<file path="src/rtl/bcf_pkg.sv">
package bcf_pkg;
  typedef enum logic [2:0] {
    ST_IDLE,
    ST_ISSUE,
    ST_WAIT,
    ST_FIN
  } bcf_state_e;
endpackage

</file>
<file path="src/rtl/bcf_restoring_div.sv">
module bcf_restoring_div #(
  parameter int W = 32
) (
  input  logic         clk,
  input  logic         rst_n,
  input  logic         go,
  input  logic [W-1:0] num,
  input  logic [W-1:0] den,
  output logic [W-1:0] quo,
  output logic         done
);
  localparam int CW = $clog2(W + 1);

  logic [W:0]    rem_q;
  logic [W-1:0]  den_q;
  logic [W-1:0]  num_q;
  logic [CW-1:0] cnt_q;
  logic [W:0]    trial;
  logic          fits;

  assign trial = {rem_q[W-1:0], quo[W-1]};
  assign fits  = trial >= {1'b0, den_q};

  always_ff @(posedge clk) begin
    if (!rst_n) begin
      rem_q <= '0;
      den_q <= '0;
      num_q <= '0;
      quo   <= '0;
      cnt_q <= '0;
      done  <= 1'b0;
    end else begin
      done <= 1'b0;
      if (go) begin
        rem_q <= '0;
        quo   <= num;
        num_q <= num;
        den_q <= den;
        cnt_q <= CW'(W);
      end else if (cnt_q != '0) begin
        rem_q <= fits ? (trial - {1'b0, den_q}) : trial;
        quo   <= {quo[W-2:0], fits};
        cnt_q <= cnt_q - 1'b1;
        done  <= (cnt_q == CW'(1));
      end
    end
  end

  // Quotient bound check used by R1/R2: q*d <= n < (q+1)*d
  logic [2*W-1:0] prod_chk;
  assign prod_chk = {{W{1'b0}}, quo} * {{W{1'b0}}, den_q};

  a_r1_quotient_bound: assert property (@(posedge clk) disable iff (!rst_n)
    (done && den_q != '0) |-> (prod_chk <= {{W{1'b0}}, num_q}) &&
                              (({{W{1'b0}}, num_q} - prod_chk) < {{W{1'b0}}, den_q}));
endmodule

</file>
<file path="src/rtl/bcf_candidate_gen.sv">
module bcf_candidate_gen #(
  parameter int W     = 32,
  parameter int M_W   = 4,
  parameter int N_W   = 3,
  parameter int SCALE = 10
) (
  input  logic [M_W-1:0] m,
  input  logic [N_W-1:0] n,
  input  logic           base0,
  output logic [W-1:0]   divisor
);
  localparam int SH_W = N_W + 1;

  logic [W-1:0]    lin;
  logic [SH_W-1:0] shift;

  assign lin   = W'(SCALE) * (W'(m) + W'(1));
  assign shift = base0 ? SH_W'(n) : (SH_W'(n) + SH_W'(1));
  assign divisor = lin << shift;
endmodule

</file>
<file path="src/rtl/bcf_best_track.sv">
module bcf_best_track #(
  parameter int W   = 32,
  parameter int M_W = 4,
  parameter int N_W = 3
) (
  input  logic           clk,
  input  logic           rst_n,
  input  logic           clear,
  input  logic           eval,
  input  logic [W-1:0]   target,
  input  logic [W-1:0]   rate,
  input  logic [M_W-1:0] m,
  input  logic [N_W-1:0] n,
  output logic           hit,
  output logic           any,
  output logic [M_W-1:0] best_m,
  output logic [N_W-1:0] best_n
);
  logic [W:0]   best_q;
  logic [W-1:0] diff;
  logic         accept;

  assign diff   = target - rate;
  assign accept = eval && (target >= rate) && ({1'b0, diff} < best_q);
  assign hit    = accept && (diff == '0);

  always_ff @(posedge clk) begin
    if (!rst_n) begin
      best_q <= {1'b1, {W{1'b0}}};
      any    <= 1'b0;
      best_m <= '0;
      best_n <= '0;
    end else if (clear) begin
      best_q <= {1'b1, {W{1'b0}}};
      any    <= 1'b0;
      best_m <= '0;
      best_n <= '0;
    end else if (accept) begin
      best_q <= {1'b0, diff};
      any    <= 1'b1;
      best_m <= m;
      best_n <= n;
    end
  end

  // the kept difference never grows during a search
  a_r3_best_monotonic: assert property (@(posedge clk) disable iff (!rst_n)
    ($past(!clear) && !clear) |-> (best_q <= $past(best_q)));
endmodule

</file>
<file path="src/rtl/busclk_factor_search.sv">
module busclk_factor_search #(
  parameter int FREQ_W = 32,
  parameter int M_W    = 4,
  parameter int N_W    = 3,
  parameter int SCALE  = 10
) (
  input  logic              clk,
  input  logic              rst_n,
  input  logic              start_i,
  input  logic [FREQ_W-1:0] core_hz_i,
  input  logic [FREQ_W-1:0] target_hz_i,
  input  logic              base0_i,
  output logic              busy_o,
  output logic              done_o,
  output logic              found_o,
  output logic [M_W-1:0]    m_o,
  output logic [N_W-1:0]    n_o,
  output logic [M_W+N_W-1:0] div_reg_o
);
  import bcf_pkg::*;

  localparam logic [M_W-1:0] M_LAST = {M_W{1'b1}};
  localparam logic [N_W-1:0] N_LAST = {N_W{1'b1}};

  bcf_state_e        state_q;
  logic [FREQ_W-1:0] core_q;
  logic [FREQ_W-1:0] target_q;
  logic              base0_q;
  logic [M_W-1:0]    m_cur;
  logic [N_W-1:0]    n_cur;
  logic              clear;
  logic              div_go;
  logic              div_done;
  logic [FREQ_W-1:0] divisor;
  logic [FREQ_W-1:0] rate;
  logic              hit;
  logic              any;
  logic [M_W-1:0]    best_m;
  logic [N_W-1:0]    best_n;
  logic              last_cand;

  assign clear     = (state_q == ST_IDLE) && start_i;
  assign div_go    = (state_q == ST_ISSUE);
  assign last_cand = (m_cur == M_LAST) && (n_cur == N_LAST);

  bcf_candidate_gen #(
    .W(FREQ_W), .M_W(M_W), .N_W(N_W), .SCALE(SCALE)
  ) u_cand (
    .m(m_cur), .n(n_cur), .base0(base0_q), .divisor(divisor)
  );

  bcf_restoring_div #(.W(FREQ_W)) u_div (
    .clk(clk), .rst_n(rst_n), .go(div_go), .num(core_q), .den(divisor),
    .quo(rate), .done(div_done)
  );

  bcf_best_track #(.W(FREQ_W), .M_W(M_W), .N_W(N_W)) u_best (
    .clk(clk), .rst_n(rst_n), .clear(clear), .eval(div_done),
    .target(target_q), .rate(rate), .m(m_cur), .n(n_cur),
    .hit(hit), .any(any), .best_m(best_m), .best_n(best_n)
  );

  always_ff @(posedge clk) begin
    if (!rst_n) begin
      state_q   <= ST_IDLE;
      core_q    <= '0;
      target_q  <= '0;
      base0_q   <= 1'b0;
      m_cur     <= '0;
      n_cur     <= '0;
      busy_o    <= 1'b0;
      done_o    <= 1'b0;
      found_o   <= 1'b0;
      m_o       <= '0;
      n_o       <= '0;
      div_reg_o <= '0;
    end else begin
      done_o <= 1'b0;
      unique case (state_q)
        ST_IDLE: begin
          if (start_i) begin
            core_q   <= core_hz_i;
            target_q <= target_hz_i;
            base0_q  <= base0_i;
            m_cur    <= '0;
            n_cur    <= '0;
            busy_o   <= 1'b1;
            state_q  <= ST_ISSUE;
          end
        end
        ST_ISSUE: state_q <= ST_WAIT;
        ST_WAIT: begin
          if (div_done) begin
            if (hit || last_cand) begin
              state_q <= ST_FIN;
            end else begin
              state_q <= ST_ISSUE;
              if (m_cur == M_LAST) begin
                m_cur <= '0;
                n_cur <= n_cur + 1'b1;
              end else begin
                m_cur <= m_cur + 1'b1;
              end
            end
          end
        end
        ST_FIN: begin
          found_o   <= any;
          m_o       <= any ? best_m : '0;
          n_o       <= any ? best_n : '0;
          div_reg_o <= any ? {best_m, best_n} : '0;
          done_o    <= 1'b1;
          busy_o    <= 1'b0;
          state_q   <= ST_IDLE;
        end
        default: state_q <= ST_IDLE;
      endcase
    end
  end

  a_r7_done_pulse: assert property (@(posedge clk) disable iff (!rst_n)
    done_o |=> !done_o);

  a_r7_busy_before_done: assert property (@(posedge clk) disable iff (!rst_n)
    done_o |-> (!busy_o && $past(busy_o)));

  a_r9_hold_results: assert property (@(posedge clk) disable iff (!rst_n)
    (!busy_o && !$past(busy_o)) |-> ($stable(div_reg_o) && $stable(found_o)));

  a_r5_empty_result: assert property (@(posedge clk) disable iff (!rst_n)
    (done_o && !found_o) |-> (div_reg_o == '0));

  a_r8_no_restart: assert property (@(posedge clk) disable iff (!rst_n)
    (busy_o && !done_o && start_i) |=> (busy_o || done_o));
endmodule

</file>
<file path="config.mk">
export PLATFORM = sky130hd
export DESIGN_NAME = busclk_factor_search
export DESIGN_NICKNAME = d
export VERILOG_FILES = /design/src/rtl/bcf_pkg.sv /design/src/rtl/bcf_restoring_div.sv /design/src/rtl/bcf_candidate_gen.sv /design/src/rtl/bcf_best_track.sv /design/src/rtl/busclk_factor_search.sv
export SDC_FILE = /design/constraint.sdc
export NUM_CORES = 1
export LEC_CHECK = 0
export BUFFER_PORTS_ARGS = -buffer_cell sky130_fd_sc_hd__buf_2
export CAP_MARGIN = 30
export CORE_MARGIN = 1
export CORE_UTILIZATION = 50
export DETAILED_ROUTE_END_ITERATION = 12
export PLACE_DENSITY = 0.67
export SETUP_SLACK_MARGIN = 0.15
export SLEW_MARGIN = 10
export SYNTH_ARGS = -nofsm -noshare
export SYNTH_HDL_FRONTEND = slang
export SYNTH_HIERARCHICAL = 1
export SYNTH_SLANG_ARGS = --single-unit
</file>
<file path="constraint.sdc">
create_clock -name clk -period 5.9 [get_ports clk]
set_input_delay 0.295 -clock clk [delete_from_list [all_inputs] [get_ports clk]]
set_output_delay 0.295 -clock clk [all_outputs]
set_load 0.1 [all_outputs]
</file>
Word-level counts from Yosys, hierarchy flattened
Cells that the tools add are included.

Output and inout port bits: 17. Bits in registers: 236. Bits of input ports: 68. Logic and storage cells: 92.

Equal/unequal tests: 10. $mul: 1. $add $sub $neg: 7. Shift-type cells: 1. Muxes and demuxes: 26. Bitwise operators: 2. Reductions and logical operators: 20. Magnitude comparators: 3.

Operator list (number): $mux 32 (3); $sub 32x32->32 (2); $ge 33x32->1 (1); $lt 32x33->1 (1); $ge 32x32->1 (1); $logic_not 32->1 (1); $mul 3x32->31 const A (1); $shl 32x4->32 (1); $mux 4 (6); $mux 3 (7); $mux 6 (2); $pmux 3 s3 (1); $pmux 4 s2 (1); $mux 7 (1); $eq 3x2->1 const B (2); $eq 6x1->1 const B (1); $ne 2x2->1 const B (3); $pmux 3 s2 (1); $reduce_and 2->1 (3); $reduce_bool 2->1 (3); $reduce_bool 6->1 (1); $sub 6x1->6 const B (1); $add 4x1->5 const B (1); $logic_and 1x1->1 (5); other kinds (17) (20).

Depth between registers and ports, before layout
Gate-level depths: netlist of run 1.

Depth in word-level cells: 8. Mapped depth: 25. Gate-level depth less buffers: 24.

Modules after synthesis
The synthesis of run 1 kept the hierarchy.

By module, submodules not included: bcf_restoring_div (seq. area each 2062.0 µm², area an instance 6307.3 µm², times used 1, cells an instance 801); bcf_best_track (seq. area each 820.8 µm², area an instance 4466.8 µm², times used 1, cells an instance 594); busclk_factor_search (seq. area each 1681.6 µm², area an instance 3191.8 µm², times used 1, cells an instance 396); bcf_candidate_gen (seq. area each 0.0 µm², area an instance 810.8 µm², times used 1, cells an instance 119).

Worst setup path after synthesis of run 1
Ideal clock, no wire load.

Kind: register to register. Start: register u_div.quo[1]. End: register m_cur[2]. Required time: 5.805 ns. Path slack: 1.215 ns. Arrival: 4.590 ns. Clock period less this slack: 4.685 ns. Path buffers: 1. Setup time: 0.095 ns. Cell stages (with the launch flop): 22. Cells stage by stage: dfxtp_1 -> inv_1 -> ha_1 -> nor2b_1 -> o21bai_4 -> a211o_1 -> and2_4 -> o311a_1 -> or4_4 -> nand4_2 -> ha_1 -> o21ai_0 -> a21oi_1 -> o21ai_0 -> a21oi_1 -> a211oi_1 -> buf_2 -> o211ai_1 -> nor4bb_1 -> nand4bb_1 -> o211ai_1 -> a221oi_1.

Longest elaborated chain between the ends: 7. Elaborated cells between the ends (all ways): 10. Those cells by class: add/sub: 1; order compare: 2; eq/ne: 1; reduce/logical: 6.

RTL lines: from (decl) (RTL line bcf_restoring_div.sv:9) `output logic [W-1:0] quo,`; from (signal assigned) (RTL line bcf_restoring_div.sv:36) `quo <= num;`; from (signal assigned) (RTL line bcf_restoring_div.sv:42) `quo <= {quo[W-2:0], fits};`; $sub 32x32->32 * (RTL line bcf_best_track.sv:23) `assign diff = target - rate;`; named net u_best.diff[29] (RTL line bcf_best_track.sv:20) `logic [W-1:0] diff;`; $lt 32x33->1 (RTL line bcf_best_track.sv:24) `assign accept = eval && (target >= rate) && ({1'b0, diff} < best_q);`; $logic_and 1x1->1 (RTL line bcf_best_track.sv:24); $logic_and 1x1->1 * (RTL line bcf_best_track.sv:25) `assign hit = accept && (diff == '0);`; named net hit (RTL line busclk_factor_search.sv:36) `logic hit;`; $logic_or 1x1->1 * (RTL line busclk_factor_search.sv:94) `if (hit || last_cand) begin`; $ne 2x2->1 (no source line) *; $reduce_and 4->1 (no source line) *; to (signal assigned) (RTL line busclk_factor_search.sv:102) `m_cur <= m_cur + 1'b1;`; to (decl) (RTL line busclk_factor_search.sv:29) `logic [M_W-1:0] m_cur;`.

Mark *: on every way through the listed nets, which the timed path passes. The rest lies on a longest branch. A chain may end at the register's enable or synchronous reset.

Worst setup path in the final report of run 1
Start: register u_div.quo[0]. End: register m_cur[2].

Same word-level chain as after synthesis.

==> results of run 1 <==
## tightest hold or removal path: cells and delay by family
kind,cells,cell delay [ps]
AOI/OAI and AO/OA,1,50
and+or+nand+nor,1,50
buffers and inverters,1,100
## area by class of cell
cell class / instances / share of cell area
multi-input combinational: 1441 / 0.551
sequential: 228 / 0.275
timing repair buffer: 143 / 0.0623
clock buffer: 40 / 0.0478
inverter: 131 / 0.0296
tap: 384 / 0.0289
clock inverter: 8 / 0.00557
## state kept, by name (all words and copies together) (netlist names), 2 cells and up
name / cells
n_cur: 3
u_div/rem_q: 32
u_div/quo: 32
core_q: 32
u_best/best_n: 3
u_div/den_q: 32
u_div/cnt_q: 6
target_q: 32
n_o: 2
m_o: 4
m_cur: 4
state_q: 2
u_best/best_q: 33
u_best/best_m: 4
## metrics by stage
step           cell area [um^2]  hold WS, ps  utilization  total power, uW
3_3_place_gp              15200          443        0.526             5090
4_1_cts                   16600        0.307        0.574             6940
6_report                  16600         16.6        0.576             6950
2_1_floorplan             14800          430            -             4520
5_1_grt                   16600         9.55        0.576             7460
3_5_place_dp              15200          445        0.528             5220
## metal layers
metal | vias up | wire length (um)
met4 | 0 | 734
met5 | - | 0
met3 | 48 | 1850
li1 | 6717 | -
met2 | 318 | 16400
met1 | 6097 | 18600
## worst min path at each step
stage / start / to / slack, ps
floorplan: u_best/best_q[32] / u_best/best_q[32] / 430
global placement: found_o / found_o / 440
detailed placement: found_o / found_o / 440
CTS: target_hz_i[7] / target_q[7] / 0.3
global route: target_hz_i[31] / target_q[31] / 10
finish: target_hz_i[7] / target_q[7] / 20
## kinds of logic after synthesis
kind of cell | count (synthesis)
xor gates and xnor gates | 62
muxes | 88
other | 1
adders and majority gates | 108
buffers and inverters | 250
and+or+nand+nor | 674
AOI/OAI and AO/OA | 499
DFF | 228
## power breakdown
part	total (uW)	switching [uW]	internal (uW)	leakage (uW)
Combinational	3490	2070	1420	0.00427
Sequential	1800	115	1690	0.00186
Clock	1660	649	1010	0.000438
## cell usage after synthesis (19+ instances only)
cell,n,share of area
inv_1,129,0.033
o21ai_0,53,0.018
clkbuf_1,62,0.016
ha_1,105,0.089
nor3_1,25,0.0085
a21oi_1,260,0.088
nor2_1,149,0.038
nor2b_1,76,0.032
xnor2_1,28,0.017
buf_2,19,0.0064
nand2_1,289,0.073
nand4_1,23,0.0097
xor2_1,32,0.019
buf_4,25,0.013
a21o_1,21,0.011
a211oi_1,19,0.0097
dfxtp_1,228,0.31
mux2i_1,83,0.056
nand3_1,29,0.0098
==> flow_summary.yaml, run 1 <==
synthesis:
  synth_edf_count: 0
  syn_area_um2: 14800
  synth_fa_ha_area_frac: 0.0930
  syn_inst: 1910
  synth-compound-area-share: 0.209
  synth-seq-cells: 228
  synthFlopType: "dfxtp_1"
  synth_top_family_by_area: "simple AND/OR/NAND/NOR gates"
  synth.area.mux_share: 0.0608
  synth.yosys.seq_area_share: 0.309
  synth-simple-area-share: 0.213
  synth_xor_area_frac: 0.0390
  async_flop_share: 0
  ys.warnings.count: 6
  avgSynthCellArea_um2: 7.74
  synth_cell_types: 99
worst_setup_path:
  rrSetupSlack_ps: 770
  r2r_start: "u_div/quo[0]"
  cp-end-kind: "flop"
  crit_type: "reg -> reg"
  start_kind: "flop"
  cp.depth: 24
  crit_start: "u_div/quo[0]"
  ff2ff_path_depth: 24
  crit_fanout: 6
  cp_num_buf_inv: 2
  reg2reg_to: "m_cur[2]"
  path_cells: "ha_1, inv_1, fa_1, a211oi_2, o21a_1, o21bai_1, a21oi_1, o21a_1, o21ai_1, xor2_1, ha_1, a21oi_1, nor2b_1, o21ai_0, a21oi_1, o21ai_0, a21oi_1, a211oi_4, o211ai_1, nor4bb_1, buf_4, nand4bb_1, o211ai_1, a221oi_1"
  worstPathRequired_ps: 6330
  cp_top_family: "compound AO/OA/AOI/OAI gates"
  cp.arrival_ps: 5560
  crit_path_end: "m_cur[2]"
  crit_slowest_cell: "fa_1"
  worst_path_most_repeated_cell: "a21oi_1"
  critical_path.max_stage_delay_ps: 420
route:
  avgViaCountPerCell: 5.55
  drc_errors: 0
  vias: 13200
  wire_per_inst_um: 15.8
  wl_mm: 37.5
  drtPass1Iterations: 5
  first_iter_violations: 871
  drtAntennaViolNets: 0
place:
  place.gp.congestion: 0.950
  dp.cells: 2280
  pre_cts_ws_ps: 870
  hpwl_mm: 27.0
  io_buffer_count: 84
clock_tree:
  cts_root_buffer: "clkbuf_16"
  cts.sinks: 228
  cts_tree: "built"
  clk_latency_ps: 540
  numCtsBuffers: 26
  ctsResizeCount: 0
  clk_pin_slew_ps: 60
  htreeDepth: 1
  cts_hold_buf: 45
  clockBufferDepth: 3
  cts_setup_buffers: 0
sta:
  finalSetupTns_ps: 0
  layout_min_cycle_time_ps: 5130
  skew_ps: 14.1
  timing.final.ws_setup_ps: 767
  drv_slew: 0
  setup_viol: 0
  slew_headroom: 0.341
  finalCritPeriodShare: 0.870
  rsz0062_at_grt: "false"
  tightest_slew_ps: 989
  final_hold_viol_count: 0
  fmaxAchievable_ghz: 0.195
finish:
  drive_gt1_frac: 0.0954
  seqCellArea_um2: 4560
  mostFrequentLayoutCells: "nand2_1, a21oi_1, dfxtp_1"
  layout_commonest_cell: "nand2_1"
  multi_input_area_um2: 9160
  final_cells: 2375
  n_antenna_cell: 0
  num-fill-cells: 2723
  syn2layout_area_growth_pct: 12.4
  nNetsFinal: 2147
die:
  start_util: 0.512
  core_um2: 28900
  dieArea_um2: 30200
  die_h_um: 174
  ios: 85
  rows: 62
  chipWidth_um: 174
outcome:
  outcome: "finished clean"
global_routing:
  use_met3: 0.0271
  grt_pass1_vias: 12200
  use_met1: 0.346
  gr-max-usage-layer: "met2"
  grt_usage: 0.244
  grt_first_pass_wirelength_mm: 61.2
  grt_remaining_overflow: 0
  antenna_found_initial: 0
  grt_max_degree: 82
  met2_usage: 0.395
flow_run:
  maxCapViolCount: 0
power_and_ir_drop:
  p_leak_uw: 0.00656
  ir_worst_vdd_mv: 0.336
  p_per_area_nw_per_um2: 418
worst_hold_path:
  hold_path_depth: 3
  hold_class: "in -> reg"
Note: power is estimated with default switching activity, not from simulation.
==> run 2, diff against run 1 <==
- CELL_PAD_IN_SITES_DETAIL_PLACEMENT: not set -> 0
- CELL_PAD_IN_SITES_GLOBAL_PLACEMENT: not set -> 1
- CORE_UTILIZATION: 50 -> 46
- PLACE_DENSITY: 0.67 -> not set
- PLACE_DENSITY_LB_ADDON: not set -> 0.1
- SYNTH_HIERARCHICAL: 1 -> not set
==> flow_summary.yaml, run 2 <==
outcome:
  outcome: "finished clean"
finish:
  syn2layout_area_growth_pct: 11.5
  n_antenna_cell: 0
  mostFrequentLayoutCells: "nand2_1, dfxtp_1, nor2_1"
  seqCellArea_um2: 4380
  nNetsFinal: 1901
  final_cells: 2135
  layout_commonest_cell: "nand2_1"
  num-fill-cells: 2848
  drive_gt1_frac: 0.102
  largest_reg_flops: 33
  regMostFlops: "u_best.best_q"
  multi_input_area_um2: 8250
route:
  avgViaCountPerCell: 5.52
  drc_errors: 0
  drtPass1Iterations: 5
  drtAntennaViolNets: 0
  wire_per_inst_um: 17.0
  first_iter_violations: 781
  vias: 11800
  wl_mm: 36.3
die:
  ios: 85
  dieArea_um2: 29900
  rows: 62
  chipWidth_um: 173
  core_um2: 28700
  die_h_um: 173
  start_util: 0.469
power_and_ir_drop:
  internal_power_uw: 3980
  pwr-share-seq: 0.263
  p_leak_uw: 0.00645
  p_clk_frac: 0.236
  total_power_uw: 6830
  p_per_area_nw_per_um2: 455
  p_comb_frac: 0.501
  power.share.switching: 0.417
  ir_worst_vdd_mv: 0.330
  switching_power_uw: 2850
sta:
  skew_ps: 7.73
  finalCritPeriodShare: 0.924
  finalSetupTns_ps: 0
  setup_viol: 0
  tightest_slew_ps: 874
  slew_headroom: 0.401
  layout_min_cycle_time_ps: 5450
  fmaxAchievable_ghz: 0.183
  drv_slew: 0
  rsz0062_at_grt: "false"
  final_hold_viol_count: 0
synthesis:
  synth_edf_count: 0
  synth_cell_types: 80
  synth-seq-cells: 219
  ys.warnings.count: 0
  synth_top_area_share: 0.326
  syn_nets: 1873
  synthFlopType: "dfxtp_1"
  syn_inst: 1705
  syn_area_um2: 13500
  synthTopCellsByArea: "dfxtp_1, ha_1, nand2_1"
  synth.yosys.seq_area_share: 0.326
  ys_top_cells_by_count: "nand2_1, dfxtp_1, nor2_1"
  async_flop_share: 0
  yosysTopAreaCell: "dfxtp_1"
  yosysMostFrequentCell: "nand2_1"
  avgSynthCellArea_um2: 7.89
global_routing:
  grt_pass1_vias: 11200
  grt_max_degree: 85
  grt_usage: 0.242
  antenna_found_initial: 1
  grt_first_pass_wirelength_mm: 59.4
  grt_remaining_overflow: 0
clock_tree:
  cts_root_buffer: "clkbuf_16"
  numCtsBuffers: 26
  cts_tree: "built"
  htreeDepth: 1
  cts.sinks: 219
  clk_latency_ps: 530
  clockBufferDepth: 3
  clk_pin_slew_ps: 60
place:
  dp.cells: 2082
  hpwl_mm: 26.4
  place.gp.congestion: 0.908
  io_buffer_count: 84
flow_run:
  maxCapViolCount: 0
worst_setup_path:
  crit_type: "reg -> reg"
  crit_fanout: 8
  worstPathRequired_ps: 6350
  cp.arrival_ps: 5900
  cp-end-kind: "flop"
  start_kind: "flop"
worst_hold_path:
  hold_class: "in -> reg"
==> run 2: cell types whose count changed in the layout (fill, tap and decap cells not counted), moves of 16 or more <==
cell and change:
nor2b_1 -53, dlygate4sd3_1 -39, a21oi_1 -156, xor2_1 -16
a21boi_0 +80, mux2i_1 -45, o211ai_1 +30, o211a_1 +23
==> run 2: final cells by class <==
cell class,count,share of cell area
multi-input cells,1266,0.550
flip-flops and latches,219,0.292
clock buffers,34,0.0494
repair buffers,106,0.0402
well taps,384,0.0320
inverters,114,0.0285
clock inverters,12,0.00792
==> run 2: metrics by stage <==
stage / hold slack [ps] / utilization / setup slack [ps] / cell area (um^2)
after global routing: 15.9 / 0.523 / 175 / 15000
after CTS: 0.141 / 0.521 / 203 / 15000
after floorplan: 422 / - / 938 / 13500
after global placement: 440 / 0.489 / 351 / 14000
final: 14.7 / 0.523 / 447 / 15000
after detailed placement: 446 / 0.489 / 218 / 14000
==> run 2: cells by family (layout without fill, tap and decap cells) <==
family | count (synthesis) | in the layout | share of synthesized area
AO/OA/AOI/OAI | 480 | 480 | 0.251
XOR/XNOR | 54 | 54 | 0.0352
adder cells (fa/ha/maj) | 100 | 100 | 0.0941
buffers and inverters | 220 | 266 | 0.0657
flip-flops | 219 | 219 | 0.326
multiplexers | 39 | 39 | 0.0291
AND/OR/NAND/NOR | 593 | 593 | 0.199
==> run 2: path summary, 6_finish.rpt <==
check,from,end,slack (ps),cells after the start
min,core_hz_i[29],core_q[29],10,3
min reg2reg,u_div.den_q[23],u_div.den_q[23],450,2
max,u_div.quo[15],m_cur[2],450,21
max reg2reg,u_div.quo[15],m_cur[2],450,21
==> run 2: power groups by stage <==
stage / clock [uW] / sequential, uW / combinational (uW)
after floorplan: 0 / 1790 / 2610
after global placement: 0 / 1820 / 3320
after detailed placement: 0 / 1830 / 3350
after CTS: 1650 / 1800 / 3380
after global routing: 1720 / 1820 / 3880
final: 1610 / 1800 / 3420
==> run 2: critical path, cell delays in order (launching register included) <==
cell and delay [ps]:
dfxtp_1 330, inv_1 50, ha_1 470, a21oi_1 180
o21ai_1 460, nor3_1 90, o21a_1 150, or4b_1 520
nand3_1 130, inv_1 70, ha_1 310, and4_1 200
a221oi_2 260, a21boi_0 210, a311oi_1 100, or3_2 490
nand4bb_1 220, or4b_4 550, o21ai_4 230, buf_4 170
nand3_1 70, o21ai_0 110
==> run 2: what timing repair did <==
action | in CTS | in global routing
endpoints found under the setup margin | 0 | 7
resized for setup | 0 | 10
setup buffers | 0 | 1
hold endpoints to repair | 6 | 0
hold buffers | 6 | 0
==> run 2: routing by layer <==
| layer | routed length [um] | up-vias | GRT usage |
|---|---|---|---|
| li1 | - | 6042 | - |
| met1 | 18300 | 5429 | 0.352 |
| met2 | 15500 | 266 | 0.377 |
| met3 | 1460 | 53 | 0.0279 |
| met4 | 954 | 2 | 0.0678 |
| met5 | 8 | - | 0 |
